==> src/rtl/fdiv_pkg.sv <==
`timescale 1ns/1ps
package fdiv_pkg;

  // Strobes from control to datapath
  typedef struct packed {
    logic loadConst;  // accept the presented N/M pair this edge
    logic selWrap;    // apply the negative constant (N-M) this edge
  } fdivStrobe_t;

endpackage

==> src/rtl/fdiv_ctrl.sv <==
`timescale 1ns/1ps
module fdiv_ctrl
  import fdiv_pkg::*;
#(
  parameter int WIDTH = 8
) (
  input  logic             progStrobe,
  input  logic [WIDTH-1:0] progN,
  input  logic [WIDTH-1:0] progM,
  input  logic             accSign,
  output fdivStrobe_t      strobes
);

  logic pairLegal;

  // Only 0 <= N < M keeps the accumulator bounded
  assign pairLegal = (progN < progM);

  always_comb begin
    strobes.loadConst = progStrobe && pairLegal;
    strobes.selWrap   = accSign;
  end

endmodule

==> src/rtl/fdiv_datapath.sv <==
`timescale 1ns/1ps
module fdiv_datapath
  import fdiv_pkg::*;
#(
  parameter int WIDTH = 8,
  parameter int RST_N = 1,
  parameter int RST_M = 2
) (
  input  logic                    clk,
  input  logic                    rst,
  input  logic [WIDTH-1:0]        progN,
  input  logic [WIDTH-1:0]        progM,
  input  fdivStrobe_t             strobes,
  output logic signed [WIDTH:0]   accum,
  output logic                    accSign
);

  localparam int ACC_W = WIDTH + 1;
  localparam logic signed [ACC_W-1:0] RST_INC = ACC_W'(RST_N);
  localparam logic signed [ACC_W-1:0] RST_DEC = ACC_W'(RST_N - RST_M);

  logic signed [ACC_W-1:0] incStep;   // N
  logic signed [ACC_W-1:0] decStep;   // N - M, always negative
  logic signed [ACC_W-1:0] loadInc;
  logic signed [ACC_W-1:0] loadDec;
  logic signed [ACC_W-1:0] addend;
  logic signed [ACC_W-1:0] accNext;

  assign loadInc = $signed({1'b0, progN});
  assign loadDec = $signed({1'b0, progN}) - $signed({1'b0, progM});

  // Constant registers
  always_ff @(posedge clk) begin
    if (rst) begin
      incStep <= RST_INC;
      decStep <= RST_DEC;
    end else if (strobes.loadConst) begin
      incStep <= loadInc;
      decStep <= loadDec;
    end
  end

  // Sign selects the constant, which is subtracted
  always_comb begin
    addend  = strobes.selWrap ? decStep : incStep;
    accNext = accum - addend;
  end

  // Accumulator
  always_ff @(posedge clk) begin
    if (rst) accum <= '0;
    else     accum <= accNext;
  end

  assign accSign = accum[ACC_W-1];

  // leaving reset, the accumulator and constants hold their reset values
  p_reset_zero_r1: assert property (@(posedge clk) disable iff (rst)
    $fell(rst) |-> (accum == '0) && (incStep == RST_INC) && (decStep == RST_DEC));

  // a clear sign with N > 0 moves the accumulator down
  p_clear_down_r3: assert property (@(posedge clk) disable iff (rst)
    (!accSign && (incStep != '0)) |=> ($signed(accum) < $signed($past(accum))));

  // a set sign moves the accumulator up
  p_set_up_r3: assert property (@(posedge clk) disable iff (rst)
    accSign |=> ($signed(accum) > $signed($past(accum))));

  // an accepted pair is visible in the constants after the edge
  p_load_r6: assert property (@(posedge clk) disable iff (rst)
    strobes.loadConst |=> (incStep == $past(loadInc)) && (decStep == $past(loadDec)));

  // without an accepted load the constants hold
  p_hold_r8: assert property (@(posedge clk) disable iff (rst)
    !strobes.loadConst |=> $stable(incStep) && $stable(decStep));

  // only legal pairs ever reach the constants, so N-M stays negative
  p_dec_neg_r8: assert property (@(posedge clk) disable iff (rst)
    $signed(decStep) < 0);

endmodule

==> src/rtl/frac_divider.sv <==
`timescale 1ns/1ps
module frac_divider
  import fdiv_pkg::*;
#(
  parameter int WIDTH = 8,
  parameter int RST_N = 1,
  parameter int RST_M = 2
) (
  input  logic             clk,
  input  logic             rst,
  input  logic             progStrobe,
  input  logic [WIDTH-1:0] progN,
  input  logic [WIDTH-1:0] progM,
  output logic             divClk,
  output logic [WIDTH:0]   accum
);

  fdivStrobe_t strobes;
  logic        accSign;
  logic signed [WIDTH:0] accumInt;

  fdiv_ctrl #(.WIDTH(WIDTH)) u_ctrl (
    .progStrobe(progStrobe),
    .progN     (progN),
    .progM     (progM),
    .accSign   (accSign),
    .strobes   (strobes)
  );

  fdiv_datapath #(.WIDTH(WIDTH), .RST_N(RST_N), .RST_M(RST_M)) u_dp (
    .clk    (clk),
    .rst    (rst),
    .progN  (progN),
    .progM  (progM),
    .strobes(strobes),
    .accum  (accumInt),
    .accSign(accSign)
  );

  assign accum  = accumInt;
  assign divClk = accSign;

endmodule

==> config.mk <==
export PLATFORM = sky130hd
export DESIGN_NAME = frac_divider
export DESIGN_NICKNAME = d
export VERILOG_FILES = /design/src/rtl/fdiv_pkg.sv /design/src/rtl/fdiv_ctrl.sv /design/src/rtl/fdiv_datapath.sv /design/src/rtl/frac_divider.sv
export SDC_FILE = /design/constraint.sdc
export NUM_CORES = 1
export LEC_CHECK = 0
export BUFFER_PORTS_ARGS = -buffer_cell sky130_fd_sc_hd__clkbuf_2
export CAP_MARGIN = 25
export CELL_PAD_IN_SITES_DETAIL_PLACEMENT = 1
export CELL_PAD_IN_SITES_GLOBAL_PLACEMENT = 1
export CORE_ASPECT_RATIO = 2
export CORE_MARGIN = 3
export CORE_UTILIZATION = 43
export CTS_BUF_LIST = sky130_fd_sc_hd__clkbuf_4 sky130_fd_sc_hd__clkbuf_8
export DETAILED_ROUTE_END_ITERATION = 8
export PLACE_DENSITY_LB_ADDON = 0.2
export SETUP_SLACK_MARGIN = 0.02
export SYNTH_ARGS = -nofsm -noshare
export SYNTH_HDL_FRONTEND = slang
export SYNTH_SLANG_ARGS = --single-unit
==> constraint.sdc <==
create_clock -name clk -period 3.15 [get_ports clk]
set_clock_uncertainty 0.05 [all_clocks]
set_input_delay 0.315 -clock clk [delete_from_list [all_inputs] [get_ports clk]]
set_output_delay 0.315 -clock clk [all_outputs]
set_load 0.01 [all_outputs]
==> results of run 1 <==
-- power by group through the flow --
stage | combinational, mW | clock (mW) | sequential, mW
after floorplan | 0.583 | 0 | 0.461
after global placement | 0.723 | 0 | 0.464
after detailed placement | 0.761 | 0 | 0.470
after CTS | 0.769 | 0.220 | 0.463
after global routing | 0.852 | 0.231 | 0.473
final | 0.753 | 0.214 | 0.460
-- worst max path at each step --
stage,end,depth (start not counted)
finish,u_dp.accum[8],8
global route,u_dp.accum[6],8
CTS,u_dp.accum[8],8
detailed placement,u_dp.accum[8],8
global placement,u_dp.accum[8],8
floorplan,u_dp.accum[8],9
-- flip-flops by register name, summed over array words and instances (netlist names) --
name	flops
u_dp.incStep	8
u_dp.decStep	9
u_dp.accum	9
-- placed cells by master, fill, tap and decap left out, drive strengths merged, types with 4 or more instances in the layout --
| cell type | instances |
|---|---|
| a211oi | 4 |
| a21oi | 4 |
| a31oi | 6 |
| clkbuf | 32 |
| dfxtp | 26 |
| ha | 16 |
| inv | 15 |
| mux2i | 15 |
| nor2 | 21 |
| nor2b | 7 |
| nor3 | 15 |
| o21a | 6 |
| o21ai | 8 |
| xnor2 | 5 |
-- through the flow --
stage          hold slack (ps)  area [sq um]  power, mW
4_1_cts                    257          1850       1.45
6_report                   260          1850       1.43
5_1_grt                    273          1850       1.56
3_3_place_gp               424          1790       1.19
3_5_place_dp               440          1790       1.23
2_1_floorplan              410          1630       1.04
-- critical path, delay by kind of cell, from the launching register on --
family | cells | cell delay (ps)
DFF | 1 | 670
and+or+nand+nor | 2 | 290
adders and majority gates | 2 | 600
AOI/OAI and AO/OA | 3 | 420
muxes | 1 | 400
-- cell type report --
| type | instances | area (sq um) |
|---|---|---|
| Clock buffer | 4 | 55.1 |
| Fill cell | 472 | 1800 |
| Inverter | 15 | 56.3 |
| Multi-Input combinational cell | 134 | 1000 |
| Sequential cell | 26 | 520 |
| Tap cell | 49 | 61.3 |
| Timing Repair Buffer | 29 | 148 |
-- metal layers --
metal	vias up	GRT usage [%]	share of wire, %
met5	-	0	0
met4	0	5.31	1.6
met3	4	1.44	1.7
met2	15	37.2	60
met1	672	15.9	37
li1	694	-	-
-- kinds of logic (layout without fill, tap and decap cells) --
logic type / count (synthesis) / count (layout) / share of synthesized area (%)
multiplexers: 16 / 16 / 9.92
AND/OR/NAND/NOR: 56 / 56 / 17.5
buffers and inverters: 22 / 48 / 6.30
flip-flops: 26 / 26 / 32.0
adder cells (fa/ha/maj): 18 / 18 / 14.8
XOR/XNOR: 5 / 5 / 2.69
AO/OA/AOI/OAI: 39 / 39 / 16.8
==> impl_metrics.env, run 1 <==
export IMPL_syn_nets=219
export IMPL_reg2reg_depth=8
export IMPL_synth_commonest_cells="dfxtp_1, nor2_1, ha_1, inv_1, mux2i_1"
export IMPL_grt_pass1_vias=1509
export IMPL_clockBufferDepth=2
export IMPL_ys_warnings_count=0
export IMPL_grt_ovfl_total=0
export IMPL_drive_above_1_share_pct=18.8
export IMPL_postCtsSetupBuffers=0
export IMPL_path_class="reg -> reg"
export IMPL_critPathMaxStageDelay_ps=670
export IMPL_hold_path_class="in -> reg"
export IMPL_worstSetupStartpointType="register"
export IMPL_htreeDepth=1
export IMPL_comb_power_share_pct=52.7
export IMPL_critPathMaxFanout=11
export IMPL_cp_cell_sequence="mux2_2, ha_1, fa_1, nor2b_1, o31a_1, o211a_1, or3_1, a21oi_1"
export IMPL_seqPwrFrac_pct=32.2
export IMPL_antenna_found_initial=0
export IMPL_hold_end="u_dp.incStep[4]"
export IMPL_cts_tree="built"
export IMPL_start_util_pct=44.6
export IMPL_swShare_pct=38.3
export IMPL_vdd_drop_max_v=0.000355
export IMPL_synth_seq_cells=26
export IMPL_ys_flop_type="dfxtp_1"
export IMPL_cts_resized=0
export IMPL_vias=1385
export IMPL_grt_pass1_wl_microns=6350
export IMPL_utilization_pct=50.6
export IMPL_cp_required_ps=3230
export IMPL_status="completed"
export IMPL_syn_inst=182
export IMPL_fin_crit_ps=2560
export IMPL_async_flop_share_pct=0
export IMPL_drtIter0Drc=9
export IMPL_slew_viol_final=0
export IMPL_portBuffers=28
export IMPL_path_clk_slew_ps=90
export IMPL_cp_slowest_cell="dfxtp_1"
export IMPL_coreArea_sq_um=3650
export IMPL_die_h_microns=93.0
export IMPL_hp_start="progN[4]"
export IMPL_synth_edf_count=0
export IMPL_pre_cts_slack_ps=587
export IMPL_dp_cells=253
export IMPL_rr_endpoint="u_dp.accum[8]"
export IMPL_ys_types=39
export IMPL_ys_seq_area_share_pct=32.0
export IMPL_cp_arrival_ps=2640
export IMPL_routed_wl_microns=3750
export IMPL_max_freq_mhz=391
export IMPL_synth_top_area_share_pct=32.0
export IMPL_fp_dieW_microns=49.5
export IMPL_area_delta_synth_final_pct=13.4
export IMPL_finalSetupViolations=0
export IMPL_place_gp_congestion=0.754
export IMPL_clockRootBuffer="clkbuf_8"
export IMPL_nNetsFinal=246
export IMPL_route_detailed_wl_per_inst_microns=14.6
export IMPL_p_per_area_nw_per_um2=774
export IMPL_slew_headroom_pct=62.1
export IMPL_final_cells=257
export IMPL_grt_usage_pct=17.2
export IMPL_syn_cell_area_sq_um=1630
export IMPL_power_leakage_nw=0.841
export IMPL_post_route_drc_count=0
export IMPL_synth_most_common_cell="dfxtp_1"
export IMPL_r2r_slack_ps=590
export IMPL_hold_violations=0
export IMPL_cap_violations=0
export IMPL_power_switching_mw=0.547
export IMPL_clkLatencyLatePin_ps=260
export IMPL_internal_power_mw=0.880
export IMPL_timing_setup_tns_ps=0
export IMPL_p_clk_share_pct=15.0
export IMPL_startpoint="u_dp.accum[8]"
export IMPL_cts_buffers=3
export IMPL_tightest_slew_ps=569
export IMPL_diodes=0
export IMPL_end_kind="register"
export IMPL_rows=31
export IMPL_r2r_start="u_dp.accum[8]"
export IMPL_fp_dieArea_sq_um=4600
export IMPL_fin_crit_sh_pct=81.2
export IMPL_firstDrtPassIters=3
export IMPL_yosys_top_cells_area="dfxtp_1, ha_1, mux2i_1"
export IMPL_grt_max_degree=29
export IMPL_synth_top_area_cell="dfxtp_1"
export IMPL_grt_setup_unrepaired="no"
export IMPL_ant_nets=0
export IMPL_ios=29
export IMPL_whs_path_depth=3
export IMPL_avgSynthCellArea_sq_um=8.94
export IMPL_hold_buffers=0
export IMPL_place_hpwl_microns=3130
export IMPL_via_per_inst=5.39
export IMPL_cts_sinks=26
export IMPL_finalWorstSetupSlack_ps=591
No activity file was read; power rests on OpenSTA's default activity.
==> run 2: changes to the inputs <==
Settings changed: CORE_UTILIZATION 43 to 39.
Clock period 3.15 ns to 2.06 ns, I/O delays scaled along.
==> run 2 against run 1 <==
  * First-iteration DRC count is 44% higher
  * Power is 83% higher
  * The run now ends with setup timing left
  * Largest cell class unchanged
  * Combinational power grew 110%
==> impl_metrics.env, run 2 (same netlist as run 1, synthesis figures left out) <==
export IMPL_nNetsFinal=264
export IMPL_p_per_area_nw_per_um2=1250
export IMPL_antenna_found_initial=0
export IMPL_fp_dieW_microns=51.7
export IMPL_post_route_drc_count=0
export IMPL_critPathMaxFanout=5
export IMPL_path_clk_slew_ps=90
export IMPL_place_hpwl_microns=3530
export IMPL_power_mw=2.61
export IMPL_status="finished, violations left"
export IMPL_vias=1484
export IMPL_hold_buffers=0
export IMPL_final_common_cell="clkbuf_2"
export IMPL_cp_arrival_ps=2280
export IMPL_drtIter0Drc=13
export IMPL_start_util_pct=41.5
export IMPL_timing_setup_tns_ps=-127
export IMPL_die_h_microns=97.4
export IMPL_coreArea_sq_um=3920
export IMPL_firstDrtPassIters=4
export IMPL_rows=32
export IMPL_pre_cts_slack_ps=-83.3
export IMPL_cts_tree="built"
export IMPL_path_class="reg -> reg"
export IMPL_clockBufferDepth=2
export IMPL_fin_crit_ps=2130
export IMPL_crit_family="compound AO/OA/AOI/OAI gates"
export IMPL_portBuffers=28
export IMPL_grt_pass1_wl_microns=7310
export IMPL_largestRegisters="u_dp.accum (9), u_dp.decStep (9), u_dp.incStep (8)"
export IMPL_htreeDepth=1
export IMPL_cp_required_ps=2210
export IMPL_clkLatencyLatePin_ps=270
export IMPL_hold_path_class="in -> reg"
export IMPL_cts_sinks=26
export IMPL_grt_setup_unrepaired="yes"
export IMPL_ios=29
export IMPL_fin_crit_sh_pct=104
export IMPL_area_delta_synth_final_pct=28.3
export IMPL_cts_buffers=3
export IMPL_finalSetupViolations=3
export IMPL_cp_cell_sequence="buf_6, mux2i_4, inv_1, fa_2, nor2b_4, o31a_1, o211a_1, or3_1, a21oi_1"
export IMPL_tightest_slew_ps=470
export IMPL_power_leakage_nw=0.956
export IMPL_mostFrequentLayoutCells="clkbuf_2, dfxtp_1, nor2_1"
export IMPL_hold_violations=0
export IMPL_max_freq_mhz=469
export IMPL_finalWorstSetupSlack_ps=-73.0
export IMPL_diodes=0
export IMPL_cap_violations=0
export IMPL_grt_max_degree=21
export IMPL_slew_viol_final=0
export IMPL_grt_ovfl_total=0
export IMPL_slew_headroom_pct=68.5
export IMPL_critPathMaxStageDelay_ps=380
export IMPL_grt_pass1_vias=1671
export IMPL_fp_dieArea_sq_um=5030
export IMPL_ant_nets=0
export IMPL_crit_buf_inv=2
export IMPL_clockRootBuffer="clkbuf_8"
export IMPL_vdd_drop_max_v=0.000581
export IMPL_worstSetupStartpointType="register"
export IMPL_drive_above_1_share_pct=29.6
export IMPL_place_gp_congestion=0.741
export IMPL_cp_slowest_cell="dfxtp_4"
export IMPL_grt_usage_pct=18.6
export IMPL_route_detailed_wl_per_inst_microns=15.5
export IMPL_end_kind="register"
export IMPL_via_per_inst=5.36
export IMPL_violations="setup timing"
export IMPL_worst_hold_slack_ps=159
export IMPL_routed_wl_microns=4290
run 2: worst paths after layout:
| path | start | to | slack [ps] | cells past startpoint |
|---|---|---|---|---|
| setup / recovery | u_dp.accum[8] | u_dp.accum[8] | -70 | 9 |
| hold / removal | progN[6] | u_dp.incStep[6] | 160 | 3 |
| setup reg to reg | u_dp.accum[8] | u_dp.accum[8] | -70 | 9 |
| hold reg to reg | u_dp.incStep[5] | u_dp.incStep[5] | 470 | 2 |
run 2: where the power goes:
| part | switching [mW] | internal [mW] | total (mW) |
|---|---|---|---|
| clock | 0.156 | 0.171 | 0.326 |
| sequential | 0.0852 | 0.615 | 0.701 |
| combinational | 0.733 | 0.850 | 1.58 |
| total | 0.974 | 1.64 | 2.61 |
run 2: area by class of cell:
class                           count  area [sq um]
Multi-Input combinational cell    134          1090
Timing Repair Buffer               47           303
Sequential cell                    26           524
Tap cell                           51          63.8
Clock buffer                        4          55.1
Fill cell                         514          1840
Inverter                           15          56.3
run 2: metal layers:
layer	routed length, microns	share of wire, %	GRT usage [%]
met1	1510	35	17.4
met4	87	2.0	7.07
met2	2620	61	37.5
met3	71	1.7	1.84
met5	0	0	0
run 2: per-stage QoR:
step           cell area [sq um]  util (%)  std cells
6_report                    2090      53.2        277
5_1_grt                     2090      53.2        277
4_1_cts                     2050      52.3        276
3_5_place_dp                1960      50.0        272
3_3_place_gp                1960      50.0        272
2_1_floorplan               1670         -        182
run 2: worst min-delay path, stage by stage:
cell and delay [ps]:
clkbuf_2 90, mux2i_1 60, nor2_1 80
run 2: what timing repair did:
action	4_1_cts	5_1_grt
pin swaps	5	4
endpoints found under the hold margin	0	0
gates resized for setup	6	6
endpoints found under the setup margin	4	4
buffers inserted	0	1
==> run 3: changes to the inputs <==
Settings changed: SKIP_LAST_GASP set to 1.
==> run 3 against run 2 <==
  * The run still ends with setup timing left
  * First-iteration DRC count increased by 7.7%
  * Die area unchanged
  * Count of clock-buffer cells in the layout did not move
  * Power fell by 0.36%
  * Sequential cell count did not move
  * Critical path type unchanged
  * Largest power group unchanged
  * Highest routed layer unchanged
==> impl_metrics.env, run 3 (same netlist as run 1, synthesis figures left out) <==
export IMPL_status="finished, violations left"
export IMPL_violations="setup timing"
export IMPL_slew_viol_final=0
export IMPL_nNetsFinal=264
export IMPL_largestRegisters="u_dp.accum (9), u_dp.decStep (9), u_dp.incStep (8)"
export IMPL_placed_area_sq_um=1960
export IMPL_critPathMaxStageDelay_ps=400
export IMPL_ios=29
export IMPL_r2r_slack_ps=-70
export IMPL_nFillCells=513
export IMPL_dp_cells=272
export IMPL_via_per_inst=5.34
export IMPL_final_cells=277
export IMPL_vias=1479
export IMPL_slew_headroom_pct=68.5
export IMPL_vdd_drop_max_v=0.000580
export IMPL_r2r_start="u_dp.accum[8]"
export IMPL_rows=32
export IMPL_rr_endpoint="u_dp.accum[8]"
export IMPL_hold_path_class="in -> reg"
export IMPL_portBuffers=28
export IMPL_reg2reg_depth=8
export IMPL_grt_pass1_wl_microns=7320
export IMPL_critPathMaxFanout=5
export IMPL_area_delta_synth_final_pct=28.1
export IMPL_p_per_area_nw_per_um2=1250
export IMPL_cap_violations=0
export IMPL_mostFrequentLayoutCells="clkbuf_2, dfxtp_1, nor2_1"
export IMPL_tightest_slew_ps=470
export IMPL_cp_arrival_ps=2280
export IMPL_firstDrtPassIters=4
export IMPL_finalWorstSetupSlack_ps=-70.0
export IMPL_crit_end="u_dp.accum[8]"
export IMPL_cp_slowest_cell="dfxtp_4"
export IMPL_route_detailed_wl_per_inst_microns=15.3
export IMPL_hold_buffers=0
export IMPL_utilization_pct=53.1
export IMPL_fp_dieW_microns=51.7
export IMPL_clockRootBuffer="clkbuf_8"
export IMPL_crit_buf_inv=1
export IMPL_grt_usage_pct=18.6
export IMPL_crit_family="compound AO/OA/AOI/OAI gates"
export IMPL_clkLatencyLatePin_ps=270
export IMPL_cts_tree="built"
export IMPL_antenna_found_initial=0
export IMPL_diodes=0
export IMPL_place_hpwl_microns=3530
export IMPL_grt_setup_unrepaired="yes"
export IMPL_fin_crit_ps=2130
export IMPL_pre_cts_slack_ps=-83.3
export IMPL_grt_ovfl_total=0
export IMPL_path_class="reg -> reg"
export IMPL_power_leakage_nw=0.955
export IMPL_htreeDepth=1
export IMPL_worstSetupStartpointType="register"
export IMPL_routed_wl_microns=4230
export IMPL_place_gp_congestion=0.741
export IMPL_max_freq_mhz=469
export IMPL_path_clk_slew_ps=90
export IMPL_die_h_microns=97.4
export IMPL_grt_pass1_vias=1670
export IMPL_cts_buffers=3
export IMPL_fin_area_sq_um=2080
export IMPL_drtIter0Drc=14
export IMPL_final_common_cell="clkbuf_2"
export IMPL_cts_sinks=26
export IMPL_post_route_drc_count=0
export IMPL_coreArea_sq_um=3920
export IMPL_cp_cell_sequence="buf_4, mux2i_4, ha_4, o21a_1, o31a_1, o211a_1, or3_1, a21oi_1"
export IMPL_cp_required_ps=2210
export IMPL_end_kind="register"
export IMPL_start_util_pct=41.5
export IMPL_fin_crit_sh_pct=103
export IMPL_clockBufferDepth=2
export IMPL_fp_dieArea_sq_um=5030
export IMPL_hold_violations=0
export IMPL_grt_max_degree=21
export IMPL_finalSetupViolations=3
export IMPL_startpoint="u_dp.accum[8]"
export IMPL_drive_above_1_share_pct=29.6
export IMPL_crit_cells=8
export IMPL_ant_nets=0
export IMPL_power_mw=2.60
## run 3: repair_timing
item / in CTS / in global routing
setup buffers: 0 / 1
resized for setup: 5 / 6
pin swaps: 5 / 4
hold endpoints to repair: 0 / 0
setup endpoints to repair: 4 / 4
## run 3: routing by layer
metal | track usage (%) | wire length, microns
met3 | 1.84 | 77
met1 | 17.5 | 1490
met4 | 7.07 | 92
met2 | 37.4 | 2570
met5 | 0 | 0
## run 3: report_power, final
group | leakage (nW) | switching [mW] | internal [mW] | total, mW
sequential | 0.215 | 0.0833 | 0.615 | 0.699
clock | 0.0288 | 0.160 | 0.171 | 0.331
combinational | 0.711 | 0.727 | 0.844 | 1.57
## run 3: area by class of cell
type                       count  area (sq um)  area share (%)
sequential                    26           524            25.2
inverter                      15          56.3            2.70
tap                           51          63.8            3.06
clock buffer                   4          55.1            2.64
timing repair buffer          47           299            14.3
multi-input combinational    134          1090            52.1
## run 3: worst min path at each step
stage	from	end	slack (ps)	cells after the start
floorplan	progN[1]	u_dp.incStep[1]	300	2
global placement	progN[6]	u_dp.incStep[6]	410	3
detailed placement	u_dp.incStep[1]	u_dp.incStep[1]	450	2
CTS	progN[6]	u_dp.incStep[6]	170	3
global route	progN[5]	u_dp.incStep[5]	170	3
finish	progN[6]	u_dp.incStep[6]	160	3
## run 3: worst min-delay path, delay by kind of cell
kind          cells  cell delay (ps)
mux               1               60
simple gates      1               80
buf+inv           1               90
## run 3: stage by stage
stage	hold WS, ps	setup TNS (ps)
floorplan	303	-159
global placement	415	-39.7
detailed placement	449	-273
CTS	166	-135
global route	167	-402
finish	156	-104
